### src/rtl/f24_vec_pkg.sv
package f24_vec_pkg;
  localparam int F24_W        = 24;
  localparam int F32_W        = 32;
  localparam int NUM_COMP     = 4;
  localparam int PACKED_WORDS = 3;
  localparam int F32_WORDS    = 4;
  localparam int MAX_WORDS    = (F32_WORDS > PACKED_WORDS) ? F32_WORDS : PACKED_WORDS;
  localparam int VEC_W        = NUM_COMP * F24_W;

  typedef logic [F24_W-1:0] f24_t;
  typedef logic [F32_W-1:0] word_t;
endpackage

### src/rtl/f24_from_f32.sv
module f24_from_f32
  import f24_vec_pkg::*;
#(
  parameter int EXP_W = 7,
  parameter int MAN_W = 16
) (
  input  word_t f32_in,
  output f24_t  f24_out
);
  localparam int BIAS_NARROW = (1 << (EXP_W - 1)) - 1;
  localparam int REBIAS      = 127 - BIAS_NARROW;
  localparam int EXP_TOP     = (1 << EXP_W) - 1;
  localparam int OVF_LIMIT   = REBIAS + EXP_TOP;

  logic       sgn;
  logic [7:0] e_wide;
  logic [7:0] e_adj;

  always_comb begin
    sgn    = f32_in[31];
    e_wide = f32_in[30:23];
    e_adj  = e_wide - 8'(REBIAS);
    if (e_wide <= 8'(REBIAS)) begin
      f24_out = {sgn, {(F24_W-1){1'b0}}};
    end else if (e_wide >= 8'(OVF_LIMIT)) begin
      f24_out = {sgn, EXP_W'(EXP_TOP), {MAN_W{1'b0}}};
    end else begin
      f24_out = {sgn, e_adj[EXP_W-1:0], f32_in[22 -: MAN_W]};
    end
  end
endmodule

### src/rtl/f24_word_stager.sv
module f24_word_stager
  import f24_vec_pkg::*;
(
  input  logic                      clk,
  input  logic                      rst,
  input  logic                      clear,
  input  logic                      wr_en,
  input  word_t                     wr_data,
  input  logic                      mode_f32,
  output logic                      fire,
  output logic [MAX_WORDS-1:0][F32_W-1:0] words
);
  localparam int CNT_W = $clog2(MAX_WORDS);

  logic [CNT_W-1:0] cnt;
  logic [CNT_W-1:0] last;
  word_t            stage [MAX_WORDS];
  logic             take;

  assign last = mode_f32 ? CNT_W'(F32_WORDS - 1) : CNT_W'(PACKED_WORDS - 1);
  assign take = wr_en && !clear;
  assign fire = take && (cnt == last);

  always_ff @(posedge clk) begin
    if (rst || clear) begin
      cnt <= '0;
    end else if (take) begin
      cnt <= (cnt == last) ? '0 : cnt + 1'b1;
    end
  end

  always_ff @(posedge clk) begin
    if (take) begin
      stage[cnt] <= wr_data;
    end
  end

  for (genvar i = 0; i < MAX_WORDS; i++) begin : g_assemble
    assign words[i] = (take && cnt == CNT_W'(i)) ? wr_data : stage[i];
  end
endmodule

### src/rtl/f24_vec_unpack.sv
module f24_vec_unpack
  import f24_vec_pkg::*;
#(
  parameter int EXP_W = 7,
  parameter int MAN_W = 16
) (
  input  logic [MAX_WORDS-1:0][F32_W-1:0] words,
  input  logic                            mode_f32,
  output logic [NUM_COMP-1:0][F24_W-1:0]  vec
);
  localparam int CAT_W = PACKED_WORDS * F32_W;

  logic [CAT_W-1:0] cat;

  // First word at the top: component 3 takes its upper 24 bits.
  assign cat = {words[0], words[1], words[2]};

  for (genvar c = 0; c < NUM_COMP; c++) begin : g_comp
    f24_t conv;
    f24_from_f32 #(.EXP_W(EXP_W), .MAN_W(MAN_W)) u_conv (
      .f32_in  (words[NUM_COMP-1-c]),
      .f24_out (conv)
    );
    assign vec[c] = mode_f32 ? conv : cat[c*F24_W +: F24_W];
  end
endmodule

### src/rtl/f24_vec_loader.sv
module f24_vec_loader
  import f24_vec_pkg::*;
#(
  parameter int IDX_W     = 7,
  parameter int MAX_INDEX = 95,
  parameter int EXP_W     = 7,
  parameter int MAN_W     = 16
) (
  input  logic             clk,
  input  logic             rst,
  input  logic             idx_wr_en,
  input  logic [IDX_W-1:0] idx_wr_data,
  input  logic             word_wr_en,
  input  logic [31:0]      word_wr_data,
  input  logic             mode_f32,
  output logic             mem_we,
  output logic [IDX_W-1:0] mem_addr,
  output logic [95:0]      mem_wdata,
  output logic             range_err,
  output logic [IDX_W-1:0] cur_index
);
  localparam logic [IDX_W-1:0] LAST_IDX = IDX_W'(MAX_INDEX);

  logic                            fire;
  logic [MAX_WORDS-1:0][F32_W-1:0] words;
  logic [NUM_COMP-1:0][F24_W-1:0]  vec;
  logic [IDX_W-1:0]                idx_q;
  logic                            in_range;

  f24_word_stager u_stage (
    .clk      (clk),
    .rst      (rst),
    .clear    (idx_wr_en),
    .wr_en    (word_wr_en),
    .wr_data  (word_wr_data),
    .mode_f32 (mode_f32),
    .fire     (fire),
    .words    (words)
  );

  f24_vec_unpack #(.EXP_W(EXP_W), .MAN_W(MAN_W)) u_unpack (
    .words    (words),
    .mode_f32 (mode_f32),
    .vec      (vec)
  );

  assign in_range = (idx_q <= LAST_IDX);

  always_ff @(posedge clk) begin
    if (rst) begin
      idx_q     <= '0;
      mem_we    <= 1'b0;
      mem_addr  <= '0;
      mem_wdata <= '0;
      range_err <= 1'b0;
    end else begin
      mem_we    <= 1'b0;
      range_err <= 1'b0;
      if (idx_wr_en) begin
        idx_q <= idx_wr_data;
      end else if (fire) begin
        if (in_range) begin
          mem_we    <= 1'b1;
          mem_addr  <= idx_q;
          mem_wdata <= vec;
          idx_q     <= idx_q + 1'b1;
        end else begin
          range_err <= 1'b1;
        end
      end
    end
  end

  assign cur_index = idx_q;
endmodule

### config.mk
export PLATFORM = sky130hd
export DESIGN_NAME = f24_vec_loader
export DESIGN_NICKNAME = d
export VERILOG_FILES = /design/src/rtl/f24_vec_pkg.sv /design/src/rtl/f24_from_f32.sv /design/src/rtl/f24_word_stager.sv /design/src/rtl/f24_vec_unpack.sv /design/src/rtl/f24_vec_loader.sv
export SDC_FILE = /design/constraint.sdc
export NUM_CORES = 1
export LEC_CHECK = 0
export ABC_AREA = 1
export BUFFER_PORTS_ARGS = -buffer_cell sky130_fd_sc_hd__buf_2
export CORE_MARGIN = 2
export CORE_UTILIZATION = 55
export CTS_CLUSTER_DIAMETER = 30
export DETAILED_ROUTE_END_ITERATION = 10
export HOLD_SLACK_MARGIN = 0.05
export PLACE_DENSITY = 0.74
export SYNTH_ARGS = -nofsm -noshare
export SYNTH_HDL_FRONTEND = slang
export SYNTH_HIERARCHICAL = 1
export SYNTH_SLANG_ARGS = --single-unit
### constraint.sdc
create_clock -name clk -period 2.78 [get_ports clk]
set_clock_uncertainty 0.2 [all_clocks]
set_input_delay 0.278 -clock clk [delete_from_list [all_inputs] [get_ports clk]]
set_output_delay 0.278 -clock clk [all_outputs]
set_load 0.02 [all_outputs]
==> results.json, run 1 <==
{
  "grt.total_usage_pct": 29.8,
  "wl_per_cell_um": 16.9,
  "synth.net_count": 1667,
  "grt_max_degree": 77,
  "area_delta_synth_final_pct": 24.0,
  "die-area_um2": 24000,
  "ios": 156,
  "grt_pass1_wl_um": 56500,
  "finalSetupTns_ns": 0,
  "peakVddDrop_v": 0.000770,
  "mostFrequentLayoutCell": "nand2_1",
  "worstMarginPinSlew_ns": 0.739,
  "first_pass_iters": 5,
  "pre_cts_slack_ns": -0.0319,
  "final_cells": 2143,
  "place.gp.congestion": 0.933,
  "power_density_nw_per_um2": 674,
  "cpPeakStageDelay_ns": 0.35,
  "layout_common_cells": "483 x nand2_1, 313 x nor2_1, 155 x buf_2",
  "fmax_ghz": 0.373,
  "fillCellCount": 1829,
  "arrival_ns": 2.91,
  "final_area_um2": 15500,
  "netlist_area_um2": 12500,
  "path_delay_family": "simple AND/OR/NAND/NOR gates",
  "diodes": 0,
  "worst-setup-path-type": "flop to flop",
  "yosysWarnings": 6,
  "die_y_um": 155,
  "wl_um": 36100,
  "cts_tree": "done",
  "nNetsFinal": 1864,
  "critical_path_buf_inv_count": 3,
  "cp.required_ns": 3.01,
  "cp_max_fo": 24,
  "drv_slew": 0,
  "cts-root-buf": "clkbuf_16",
  "min_period_over_period_pct": 96.3,
  "synthCells": 1618,
  "clk_pin_slew_ns": 0.04,
  "dp_cells": 1989,
  "rsz0062_at_grt": "yes",
  "leakagePower_nw": 7.34,
  "start_kind": "flop",
  "gr-total-overflow": 0,
  "clk_latency_ns": 0.55,
  "slew_headroom_pct": 50.7,
  "portBuffers": 155,
  "drc": 0,
  "coreArea_um2": 22500,
  "drt_iter0_markers": 997,
  "hold_viol_final": 0,
  "setup_viol": 0,
  "holdWs_ns": 0.0938,
  "hold_class": "input port to flop",
  "fin_crit_ns": 2.68,
  "vias_per_cell": 5.38,
  "cap_violations": 0,
  "antenna_left": 0,
  "dpl_cell_area_um2": 13200,
  "status": "finished clean",
  "layout-drive-gt1-share_pct": 23.7,
  "cp_slowest_cell": "dfxtp_1",
  "dp_hpwl_um": 24400,
  "htreeDepth": 2,
  "clk_path_buf_depth": 3,
  "avgSynthCellArea_um2": 7.75,
  "cts_num_sinks": 235,
  "endpoint_kind": "flop",
  "std_cell_rows": 55,
  "grt_antenna_before_repair": 0,
  "setup_slack_ns": 0.102,
  "grt_pass1_vias": 10600,
  "crit_chain": "inv_1, ha_2, nand2_8, nand2_1, o21ai_1, nor2_1, nand3_2, o21bai_4, buf_12, buf_4, nor2_1, nand2_1, nand2_1, o21ai_0, nor2_1",
  "die-width_um": 155,
  "start_util_pct": 55.7,
  "dr_total_vias": 11500,
  "cts_buffers": 52
}
[final cells by class]
type / instances / area [µm²] / share of cell area [%]
timing repair buffer: 255 / 1720 / 11.0
multi-input combinational: 1181 / 5490 / 35.3
clock buffer: 67 / 1470 / 9.45
clock inverter: 30 / 258 / 1.66
inverter: 90 / 343 / 2.20
sequential: 235 / 5920 / 38.0
tap: 285 / 357 / 2.29
[through the flow]
step           total power, W  util (%)
3_3_place_gp          0.00454      58.6
4_1_cts                0.0105      68.4
2_1_floorplan         0.00433         -
5_1_grt                0.0108      69.1
6_report               0.0105      69.1
3_5_place_dp          0.00455      58.6
[sequential cells by signal, indices dropped and copies added, names as in the netlist]
register / flops
cur_index: 7
mem_addr: 7
mem_wdata: 96
mem_we: 1
range_err: 1
u_stage/cnt: 2
u_stage/stage: 121
[worst register-to-register path, delay by kind of cell, from the launching register on]
family,cells,cell delay [ns]
DFF,1,0.35
AOI/OAI and AO/OA,3,0.54
and+or+nand+nor,8,0.78
adders and majority gates,1,0.27
buffers and inverters,3,0.43
[per-layer routing]
| layer | up-vias | global-route usage, % | wire length (µm) |
|---|---|---|---|
| met3 | 87 | 6.63 | 3340 |
| li1 | 5605 | - | - |
| met4 | 0 | 11.9 | 1340 |
| met1 | 5309 | 39.8 | 15000 |
| met5 | - | 0 | 0 |
| met2 | 532 | 47.6 | 16500 |
[path summary, 6_finish.rpt]
kind | slack [ns] | from | depth (start not counted) | to
max | 0.10 | u_stage/cnt[0]$_SDFFE_PP0P_ | 15 | mem_wdata[86]$_SDFFE_PP0P_
min | 0.09 | word_wr_en | 5 | u_stage/cnt[1]$_SDFFE_PP0P_
max reg2reg | 0.10 | u_stage/cnt[0]$_SDFFE_PP0P_ | 15 | mem_wdata[86]$_SDFFE_PP0P_
min reg2reg | 0.27 | mem_addr[4]$_SDFFE_PP0P_ | 2 | mem_addr[4]$_SDFFE_PP0P_
[what timing repair did]
item | in CTS | in global routing
gates cloned | 0 | 1
hold buffers | 46 | 0
setup endpoints to repair | 14 | 78
pin swaps | 0 | 3
gates resized for setup | 1 | 17
hold endpoints to repair | 132 | 0
buffers inserted | 0 | 10
[report_power, final]
part	internal, W	switching, W
Combinational	0.000280	0.000559
Sequential	0.00371	0.0000312
Clock	0.00393	0.00197
Total	0.00792	0.00256
Note: power is estimated with default switching activity, not from simulation.
==> run 2: changes to the inputs <==
--- a/config.mk
+++ b/config.mk
@@ -5,7 +5,7 @@
 export SDC_FILE = /design/constraint.sdc
 export NUM_CORES = 1
 export LEC_CHECK = 0
-export ABC_AREA = 1
+export ABC_AREA = 0
 export BUFFER_PORTS_ARGS = -buffer_cell sky130_fd_sc_hd__buf_2
 export CORE_MARGIN = 2
 export CORE_UTILIZATION = 55
==> constraint.sdc (replaced) <==
create_clock -name clk -period 2.78 [get_ports clk]
set_clock_uncertainty 0.2 [all_clocks]
set_input_delay 0.556 -clock clk [delete_from_list [all_inputs] [get_ports clk]]
set_output_delay 0.556 -clock clk [all_outputs]
set_load 0.02 [all_outputs]
==> results.json, run 2 <==
{
  "grt_antenna_before_repair": 1,
  "synth.net_count": 988,
  "layout_common_cells": "159 x nor2_1, 153 x buf_2, 153 x mux2_2",
  "mostFrequentLayoutCell": "nor2_1",
  "die-area_um2": 22800,
  "start_kind": "flop",
  "cpPeakStageDelay_ns": 0.55,
  "antenna_left": 0,
  "cap_violations": 0,
  "final_cells": 1493,
  "std_cell_rows": 53,
  "fin_crit_ns": 3.21,
  "clk_latency_ns": 0.53,
  "wl_um": 30700,
  "htreeDepth": 2,
  "clk_path_buf_depth": 3,
  "grt_pass1_vias": 8256,
  "vias_per_cell": 5.62,
  "avgSynthCellArea_um2": 12.7,
  "top_register": "u_stage/stage",
  "worst-setup-path-type": "flop to flop",
  "final_area_um2": 15400,
  "coreArea_um2": 21200,
  "largest_reg_flops": 121,
  "critical_path_buf_inv_count": 3,
  "die_y_um": 151,
  "dp_hpwl_um": 19300,
  "area_delta_synth_final_pct": 29.6,
  "synthCells": 939,
  "drc": 0,
  "cts_num_sinks": 235,
  "critPathMostFrequentCell": "mux2_4",
  "grt_pass1_wl_um": 46000,
  "grt.total_usage_pct": 26.3,
  "leakagePower_nw": 7.17,
  "peakVddDrop_v": 0.000441,
  "start_util_pct": 56.3,
  "endpoint_kind": "flop",
  "wl_per_cell_um": 20.6,
  "cts_buffers": 49,
  "first_pass_iters": 7,
  "die-width_um": 151,
  "gr-total-overflow": 0,
  "cts-root-buf": "clkbuf_16",
  "setup_slack_ns": -0.432,
  "cts_tree": "done",
  "nNetsFinal": 1227,
  "yosysWarnings": 6,
  "arrival_ns": 3.42,
  "violations": "negative setup slack",
  "worstMarginPinSlew_ns": 0.661,
  "fmax_ghz": 0.311,
  "diodes": 0,
  "cp_max_fo": 8,
  "crit_chain": "clkinvlp_4, ha_4, nand2_8, mux2_4, or4_4, o311ai_4, buf_4, clkbuf_16, a21boi_0, mux2_4, mux2i_1, nor2_1",
  "setup_viol": 67,
  "grt_max_degree": 98,
  "dp_cells": 1386,
  "path_delay_family": "multiplexers",
  "dr_total_vias": 8395,
  "drv_slew": 0,
  "slew_headroom_pct": 55.9,
  "dpl_cell_area_um2": 13400,
  "portBuffers": 155,
  "holdBufCountCts": 0,
  "drt_iter0_markers": 458,
  "place.gp.congestion": 0.838,
  "min_period_over_period_pct": 116,
  "top_regs": "u_stage/stage x121, mem_wdata x96",
  "finalSetupTns_ns": -17.66,
  "hold_class": "input port to flop",
  "power_density_nw_per_um2": 653,
  "cp_slowest_cell": "or4_4",
  "fillCellCount": 1440,
  "rsz0062_at_grt": "yes",
  "layout-drive-gt1-share_pct": 49.2,
  "hold_viol_final": 0,
  "netlist_area_um2": 11900,
  "ios": 156,
  "cp.required_ns": 2.99,
  "clk_pin_slew_ns": 0.05,
  "status": "complete, but fails checks",
  "pre_cts_slack_ns": -0.634
}
## run 2: cell count changes in the layout (fill, tap and decap cells not counted), sizes merged, moves of 64 or more
cell	delta
nand2	-484
o21ai	-227
mux2	+217
nor2	-171
mux2i	+102
nand3	-98
inv	-86
a21boi	+64
## run 2: path summary, 6_finish.rpt
kind | start | to | slack, ns | cells past startpoint
worst min-delay path | word_wr_data[1] | u_stage/stage[1][1]$_DFFE_PP_ | 0.09 | 1
worst max-delay path | u_stage/cnt[0]$_SDFFE_PP0P_ | mem_wdata[81]$_SDFFE_PP0P_ | -0.43 | 12
worst min register to register | mem_addr[0]$_SDFFE_PP0P_ | mem_addr[0]$_SDFFE_PP0P_ | 0.28 | 2
worst max register to register | u_stage/cnt[0]$_SDFFE_PP0P_ | mem_wdata[81]$_SDFFE_PP0P_ | -0.43 | 12
## run 2: final cells by class
cell class                 instances  area (µm²)  share of cell area [%]
sequential                       235        5920                    38.4
multi-input combinational        623        5670                    36.8
timing repair buffer             256        1790                    11.6
clock buffer                      67        1400                    9.05
tap                              275         344                    2.23
clock inverter                    24         256                    1.66
inverter                          13        55.1                   0.357
## run 2: what timing repair did
item	in CTS	in global routing
gates cloned	2	2
setup buffers	10	5
resized for setup	39	37
endpoints found under the setup margin	82	82
pin swaps	10	18
## run 2: where the power goes
part	internal, W	switching, W	total [W]
clock	0.00387	0.00185	0.00573
sequential	0.00369	0.0000210	0.00372
combinational	0.000307	0.000332	0.000638
## run 2: worst register-to-register path: cells and delay by family, from the launching register on
| kind | cells | cell delay (ns) |
|---|---|---|
| AO/OA/AOI/OAI | 2 | 0.33 |
| AND/OR/NAND/NOR | 3 | 0.71 |
| buffers and inverters | 3 | 0.49 |
| flip-flops | 1 | 0.37 |
| multiplexers | 3 | 0.76 |
| adder cells (fa/ha/maj) | 1 | 0.22 |
## run 2: metal layers
| layer | track usage [%] | share of wire (%) |
|---|---|---|
| met1 | 35.5 | 44 |
| met3 | 5.54 | 6.9 |
| met5 | 0 | 0.068 |
| met2 | 42.9 | 47 |
| met4 | 7.85 | 2.1 |
## run 2: per-stage QoR
step	util (%)	hold WS, ns	total power [W]
CTS	72.2	0.0696	0.0101
global route	73.0	0.0841	0.0104
floorplan	-	0.306	0.00416
finish	73.0	0.0865	0.0101
global placement	63.2	0.253	0.00436
detailed placement	63.2	0.274	0.00437
